File: src/rtl/bsu_pkg.sv
package bsu_pkg;

  localparam int OP_W   = 8;
  localparam int SLOT_W = 3;
  localparam int FLAG_W = 4;

  // flag positions inside the packed {Z,N,H,C} vector
  localparam int FZ = 3;
  localparam int FN = 2;
  localparam int FH = 1;
  localparam int FC = 0;

  localparam logic [SLOT_W-1:0] MEM_SLOT = 3'd6;
  localparam logic [SLOT_W-1:0] ACC_SLOT = 3'd7;

  typedef enum logic [1:0] {
    CLS_SHIFT = 2'b00,
    CLS_TEST  = 2'b01,
    CLS_CLEAR = 2'b10,
    CLS_SET   = 2'b11
  } opClass_e;

  typedef enum logic [2:0] {
    SH_ROTL_CIRC = 3'd0,
    SH_ROTR_CIRC = 3'd1,
    SH_ROTL_CARRY = 3'd2,
    SH_ROTR_CARRY = 3'd3,
    SH_SHL_ARITH = 3'd4,
    SH_SHR_ARITH = 3'd5,
    SH_NIBBLE    = 3'd6,
    SH_SHR_LOGIC = 3'd7
  } shiftOp_e;

  // strobes from control to datapath
  typedef struct packed {
    logic        selShift;
    logic        selTest;
    logic        selClear;
    logic        selSet;
    logic        forceZeroLow;
    logic        doWrite;
    logic        memOp;
    shiftOp_e    subOp;
    logic [2:0]  bitIdx;
    logic [SLOT_W-1:0] slot;
  } bsuCtrl_t;

endpackage

File: src/rtl/bsu_ctrl.sv
module bsu_ctrl
  import bsu_pkg::*;
(
  input  logic            accMode,
  input  logic [OP_W-1:0] opByte,
  output bsuCtrl_t        ctl
);

  opClass_e cls;

  always_comb begin
    cls = opClass_e'(opByte[7:6]);
    ctl = '0;
    if (accMode) begin
      ctl.selShift     = 1'b1;
      ctl.forceZeroLow = 1'b1;
      ctl.doWrite      = 1'b1;
      ctl.memOp        = 1'b0;
      ctl.subOp        = shiftOp_e'({1'b0, opByte[4:3]});
      ctl.bitIdx       = 3'd0;
      ctl.slot         = ACC_SLOT;
    end else begin
      ctl.selShift = (cls == CLS_SHIFT);
      ctl.selTest  = (cls == CLS_TEST);
      ctl.selClear = (cls == CLS_CLEAR);
      ctl.selSet   = (cls == CLS_SET);
      ctl.doWrite  = (cls != CLS_TEST);
      ctl.subOp    = shiftOp_e'(opByte[5:3]);
      ctl.bitIdx   = opByte[5:3];
      ctl.slot     = opByte[2:0];
      ctl.memOp    = (opByte[2:0] == MEM_SLOT);
    end
  end

endmodule

File: src/rtl/bsu_datapath.sv
module bsu_datapath
  import bsu_pkg::*;
#(
  parameter int DATA_W = 8
) (
  input  bsuCtrl_t          ctl,
  input  logic [DATA_W-1:0] operand,
  input  logic [FLAG_W-1:0] flagsIn,
  output logic [DATA_W-1:0] resNext,
  output logic [FLAG_W-1:0] flagsNext
);

  localparam int HALF = DATA_W / 2;

  logic [DATA_W-1:0] selMask;
  logic [DATA_W-1:0] shRes;
  logic              shCarry;
  logic              cIn;
  logic              bitHit;

  assign cIn = flagsIn[FC];

  // one-hot mask for the addressed bit
  genvar g;
  generate
    for (g = 0; g < DATA_W; g++) begin : g_mask
      assign selMask[g] = (32'(ctl.bitIdx) == g);
    end
  endgenerate

  assign bitHit = |(operand & selMask);

  always_comb begin
    shRes   = '0;
    shCarry = 1'b0;
    unique case (ctl.subOp)
      SH_ROTL_CIRC: begin
        shRes   = {operand[DATA_W-2:0], operand[DATA_W-1]};
        shCarry = operand[DATA_W-1];
      end
      SH_ROTR_CIRC: begin
        shRes   = {operand[0], operand[DATA_W-1:1]};
        shCarry = operand[0];
      end
      SH_ROTL_CARRY: begin
        shRes   = {operand[DATA_W-2:0], cIn};
        shCarry = operand[DATA_W-1];
      end
      SH_ROTR_CARRY: begin
        shRes   = {cIn, operand[DATA_W-1:1]};
        shCarry = operand[0];
      end
      SH_SHL_ARITH: begin
        shRes   = {operand[DATA_W-2:0], 1'b0};
        shCarry = operand[DATA_W-1];
      end
      SH_SHR_ARITH: begin
        shRes   = {operand[DATA_W-1], operand[DATA_W-1:1]};
        shCarry = operand[0];
      end
      SH_NIBBLE: begin
        shRes   = {operand[HALF-1:0], operand[DATA_W-1:HALF]};
        shCarry = 1'b0;
      end
      SH_SHR_LOGIC: begin
        shRes   = {1'b0, operand[DATA_W-1:1]};
        shCarry = operand[0];
      end
      default: begin
        shRes   = operand;
        shCarry = cIn;
      end
    endcase
  end

  always_comb begin
    resNext   = operand;
    flagsNext = flagsIn;
    if (ctl.selShift) begin
      resNext       = shRes;
      flagsNext[FZ] = ctl.forceZeroLow ? 1'b0 : (shRes == '0);
      flagsNext[FN] = 1'b0;
      flagsNext[FH] = 1'b0;
      flagsNext[FC] = shCarry;
    end else if (ctl.selTest) begin
      resNext       = operand;
      flagsNext[FZ] = ~bitHit;
      flagsNext[FN] = 1'b0;
      flagsNext[FH] = 1'b1;
      flagsNext[FC] = cIn;
    end else if (ctl.selClear) begin
      resNext = operand & ~selMask;
    end else if (ctl.selSet) begin
      resNext = operand | selMask;
    end
  end

endmodule

File: src/rtl/bit_shift_unit.sv
module bit_shift_unit
  import bsu_pkg::*;
#(
  parameter int DATA_W = 8
) (
  input  logic              clk,
  input  logic              rstN,
  input  logic              inValid,
  input  logic              accMode,
  input  logic [7:0]        opByte,
  input  logic [DATA_W-1:0] operand,
  input  logic [3:0]        flagsIn,
  output logic              outValid,
  output logic [DATA_W-1:0] result,
  output logic [3:0]        flagsOut,
  output logic              writeBack,
  output logic              memOperand,
  output logic [2:0]        slotOut
);

  bsuCtrl_t          ctl;
  logic [DATA_W-1:0] resNext;
  logic [FLAG_W-1:0] flagsNext;

  bsu_ctrl u_ctrl (
    .accMode (accMode),
    .opByte  (opByte),
    .ctl     (ctl)
  );

  bsu_datapath #(.DATA_W(DATA_W)) u_dp (
    .ctl       (ctl),
    .operand   (operand),
    .flagsIn   (flagsIn),
    .resNext   (resNext),
    .flagsNext (flagsNext)
  );

  always_ff @(posedge clk or negedge rstN) begin
    if (!rstN) begin
      outValid   <= 1'b0;
      result     <= '0;
      flagsOut   <= '0;
      writeBack  <= 1'b0;
      memOperand <= 1'b0;
      slotOut    <= '0;
    end else begin
      outValid <= inValid;
      if (inValid) begin
        result     <= resNext;
        flagsOut   <= flagsNext;
        writeBack  <= ctl.doWrite;
        memOperand <= ctl.memOp;
        slotOut    <= ctl.slot;
      end
    end
  end

endmodule

File: config.mk
export PLATFORM = sky130hd
export DESIGN_NAME = bit_shift_unit
export DESIGN_NICKNAME = d
export VERILOG_FILES = /design/src/rtl/bsu_pkg.sv /design/src/rtl/bsu_ctrl.sv /design/src/rtl/bsu_datapath.sv /design/src/rtl/bit_shift_unit.sv
export SDC_FILE = /design/constraint.sdc
export NUM_CORES = 1
export LEC_CHECK = 0
export ABC_AREA = 1
export BUFFER_PORTS_ARGS = -buffer_cell sky130_fd_sc_hd__buf_2
export CELL_PAD_IN_SITES_DETAIL_PLACEMENT = 0
export CELL_PAD_IN_SITES_GLOBAL_PLACEMENT = 1
export CORE_ASPECT_RATIO = 1.4
export CORE_MARGIN = 2
export CORE_UTILIZATION = 37
export DETAILED_ROUTE_END_ITERATION = 7
export PLACE_DENSITY = 0.95
export SYNTH_ARGS = -nofsm -noshare
export SYNTH_HDL_FRONTEND = slang
export SYNTH_SLANG_ARGS = --single-unit
File: constraint.sdc
create_clock -name clk -period 1.1 [get_ports clk]
set_input_delay 0.165 -clock clk [delete_from_list [all_inputs] [get_ports clk]]
set_output_delay 0.165 -clock clk [all_outputs]
set_load 0.02 [all_outputs]
==> flow_summary.rst <==
.. list-table::
   :header-rows: 1

   * - Metric
     - Value
   * - Worst hold path class
     - primary input to register
   * - Final Max Slew Viols
     - 0
   * - Initial DRC count
     - 66
   * - Std cell rows
     - 25
   * - TritonCTS Buffers
     - 3
   * - Clock transition at the registers of the reported paths
     - 70 ps
   * - Antenna cell count
     - 0
   * - TritonCTS clock tree
     - yes
   * - Maximum clock skew at final layout
     - 0 ps
   * - Area of the core
     - 0.00335 mm²
   * - Pint
     - 1.32 mW
   * - Die footprint
     - 0.00398 mm²
   * - Post-synthesis share of cell area spent on and, or, nand and nor gates
     - 39.4%
   * - Vert. Die Dim
     - 73.9 µm
   * - Final design instance area without fill
     - 0.00188 mm²
   * - Final worst path period share
     - 94.3%
   * - Total I/O pin count
     - 42
   * - Xor and xnor fraction of the mapped netlist area
     - 0%
   * - Worst voltage drop across the vdd grid
     - 0.619 mV
   * - Port Buf Inserts
     - 41
   * - Cell area after synthesis
     - 0.00129 mm²
   * - Avg Vias per Cell
     - 5.08
   * - Maximum fanout count along the critical path
     - 6
   * - Die span in x
     - 53.9 µm
   * - Period minus WS final
     - 1040 ps
   * - Switching Fraction
     - 33.2%
   * - Combinational family with the most area after synthesis
     - simple AND/OR/NAND/NOR gates
   * - Final-report hold violation count
     - 0
   * - Number of flip-flops and latches in the synthesized netlist
     - 18
   * - Number of distinct standard cells referenced by the synthesized netlist
     - 28
   * - Status
     - finished clean
   * - Post-placement setup slack
     - -272 ps
   * - Post-synthesis cell count
     - 199
   * - Final-stage net count
     - 298
   * - Total track usage
     - 21.7%
   * - Arrival time at the worst endpoint
     - 1170 ps
   * - Total power density per cell area
     - 1050 mW/mm²
   * - Most frequent standard cell in the layout excluding fill and tap cells
     - sky130_fd_sc_hd__nand2_1
   * - Clock insertion delay at the later pin of the skew report
     - 250 ps
   * - Multiplexer area fraction after synthesis
     - 0%
   * - Buffer type at the clock tree root
     - sky130_fd_sc_hd__clkbuf_8
   * - Compound-gate portion of the synthesized area
     - 17.8%
   * - Length of the first detailed-routing pass in iterations
     - 4
   * - Leakage power
     - 0.987 nW
   * - Total vias in the final route
     - 1590
   * - Setup repair after global routing missed its margin
     - yes
   * - Proportion of synthesized chip area in sequential cells
     - 34.9%
   * - Total Routed Length
     - 4.00 mm
   * - Maximum count of clock buffers along a single path
     - 2
   * - Sinks on Clock Net
     - 18
   * - Post-detailed-route wirelength per cell
     - 12.8 µm
   * - Mean instance size in the synthesized netlist
     - 6.48 µm²
   * - Endpoint required time on the critical path
     - 1230 ps
   * - Sum Neg Setup Slack
     - 0 ps
   * - Detailed placement HPWL
     - 3.24 mm
   * - Post-detailed-route DRC marker count
     - 0
   * - Area delta synth->final
     - 46.0%
   * - Critical Setup Path Class
     - primary input to register
   * - Relative contribution of sequential cells to total power
     - 39.1%
   * - Part of the power in the clock network
     - 26.9%
   * - Share of cells above drive strength 1
     - 35.5%
   * - CTS H-tree lvls
     - 1
   * - Combinational cell fraction of total power
     - 34.0%
   * - Number of nets still failing antenna checks after routing
     - 0
   * - Adder-cell area share of the yosys netlist
     - 0%
   * - Post-layout util
     - 56.3%
   * - Commonest cells after routing, fill and taps aside
     - sky130_fd_sc_hd__nand2_1 (43), sky130_fd_sc_hd__buf_2 (39), sky130_fd_sc_hd__nor2_1 (37)
   * - Global-route congestion overflow total
     - 0
   * - Sw Pwr
     - 0.657 mW
   * - Maximum capacitance violations
     - 0
   * - Pin count of the biggest net entering global routing
     - 19
   * - Global-route wire length before repair
     - 6.34 mm
   * - Number of global-route vias before repair
     - 1398
   * - Antenna violations before repair
     - 0
   * - Critical path launch point type
     - primary input
   * - Post-Synthesis Net Count
     - 223
   * - Final setup violating endpoints
     - 0
   * - Effective utilization at floorplan
     - 38.5%
   * - Routability congestion estimate
     - 0.949
   * - Post-route setup slack
     - 63.0 ps
   * - Slew headroom
     - 73.3%
   * - Count of warnings emitted by yosys
     - 0
   * - Timing-limited maximum frequency
     - 964 MHz
   * - Worst Max-Slew Pin Slew
     - 400 ps
   * - Placed Area
     - 0.00174 mm²
   * - Endpoint class of the critical path
     - register
## cell type report
cell class / count / area [µm²]
fill: 338 / 1460
sequential: 18 / 450
inverter: 21 / 81.3
multi-input combinational: 156 / 782
tap: 40 / 50.0
timing repair buffer: 74 / 464
clock buffer: 4 / 55.1
## what timing repair did
item                                    in CTS  in global routing
pin swaps                                    0                  7
gates resized for setup                      2                 19
setup buffers                                0                  3
hold buffers                                 1                  0
hold endpoints to repair                    18                  0
endpoints found under the setup margin       2                  9
## worst paths after layout
| check | startpoint | endpoint | slack (ps) | cells past startpoint |
|---|---|---|---|---|
| worst max-delay path | opByte[5] | result[2] | 60 | 10 |
| worst min-delay path | opByte[1] | slotOut[1] | 160 | 3 |
| worst max register to register | result[1] | result[1] | 330 | 2 |
| worst min register to register | writeBack | writeBack | 480 | 2 |
| max in group asynchronous | rstN | slotOut[0] | 440 | 2 |
| min in group asynchronous | rstN | result[3] | 360 | 2 |
## logic make-up (layout without fill, tap and decap cells)
family	count (synthesis)	count (layout)
AOI/OAI and AO/OA	37	37
and+or+nand+nor	119	119
DFF	18	18
buffers and inverters	25	99
## critical path, stage by stage
cell and delay (ps):
sky130_fd_sc_hd__buf_4 100, sky130_fd_sc_hd__inv_2 40, sky130_fd_sc_hd__nor2_4 220, sky130_fd_sc_hd__nand2_4 100
sky130_fd_sc_hd__nand2_4 70, sky130_fd_sc_hd__nor2_1 40, sky130_fd_sc_hd__nor2_1 140, sky130_fd_sc_hd__buf_4 140
sky130_fd_sc_hd__buf_4 90, sky130_fd_sc_hd__o211ai_1 70
## power groups by stage
stage	combinational, mW	sequential, mW	clock, mW
after floorplan	0.243	0.872	0
after global routing	0.741	0.781	0.571
after detailed placement	0.633	0.784	0
after CTS	0.640	0.772	0.543
after global placement	0.629	0.783	0
final	0.673	0.772	0.532
## synth_stat cells
cell	n	area share, %
sky130_fd_sc_hd__o21ai_0	16	6.2
sky130_fd_sc_hd__o21a_1	1	0.58
sky130_fd_sc_hd__o21ai_1	1	0.39
sky130_fd_sc_hd__or2_1	1	0.49
sky130_fd_sc_hd__clkinv_1	1	0.29
sky130_fd_sc_hd__nand2_1	49	14
sky130_fd_sc_hd__inv_2	2	0.58
sky130_fd_sc_hd__o211ai_1	3	1.7
sky130_fd_sc_hd__nor3_1	3	1.2
sky130_fd_sc_hd__nor2_4	2	1.7
sky130_fd_sc_hd__buf_4	1	0.58
sky130_fd_sc_hd__inv_1	18	5.2
sky130_fd_sc_hd__o22ai_1	3	1.5
sky130_fd_sc_hd__nand2_4	1	0.87
sky130_fd_sc_hd__nand4_1	3	1.5
sky130_fd_sc_hd__a32o_1	2	1.6
sky130_fd_sc_hd__o221ai_1	1	0.68
sky130_fd_sc_hd__nor2_2	1	0.49
sky130_fd_sc_hd__o22a_1	1	0.68
sky130_fd_sc_hd__a21oi_1	3	1.2
sky130_fd_sc_hd__a31oi_1	2	0.97
sky130_fd_sc_hd__a22o_1	1	0.68
sky130_fd_sc_hd__a22oi_1	2	1.2
sky130_fd_sc_hd__buf_2	3	1.2
sky130_fd_sc_hd__dfrtp_1	18	35
sky130_fd_sc_hd__nor2_1	41	12
sky130_fd_sc_hd__a211oi_1	1	0.58
sky130_fd_sc_hd__nand3_1	18	7.0
## metrics by stage
stage / total power, mW / hold slack, ps / instances
floorplan: 1.12 / -131 / 199
global placement: 1.41 / 112 / 305
detailed placement: 1.42 / 113 / 305
CTS: 1.96 / 159 / 310
global route: 2.09 / 160 / 313
finish: 1.98 / 158 / 313
## per-layer routing
metal	GRT usage (%)	routed length, µm	part of all wire (%)
met5	0	0	0
met4	8.55	65	1.6
met3	1.22	249	6.2
met2	37.1	2080	52
met1	27.7	1610	40
## sequential cells by signal (all words and copies together) (netlist names)
register,count
slotOut,3
memOperand,1
flagsOut,4
writeBack,1
outValid,1
result,8
(Power assumes the default switching activity.)
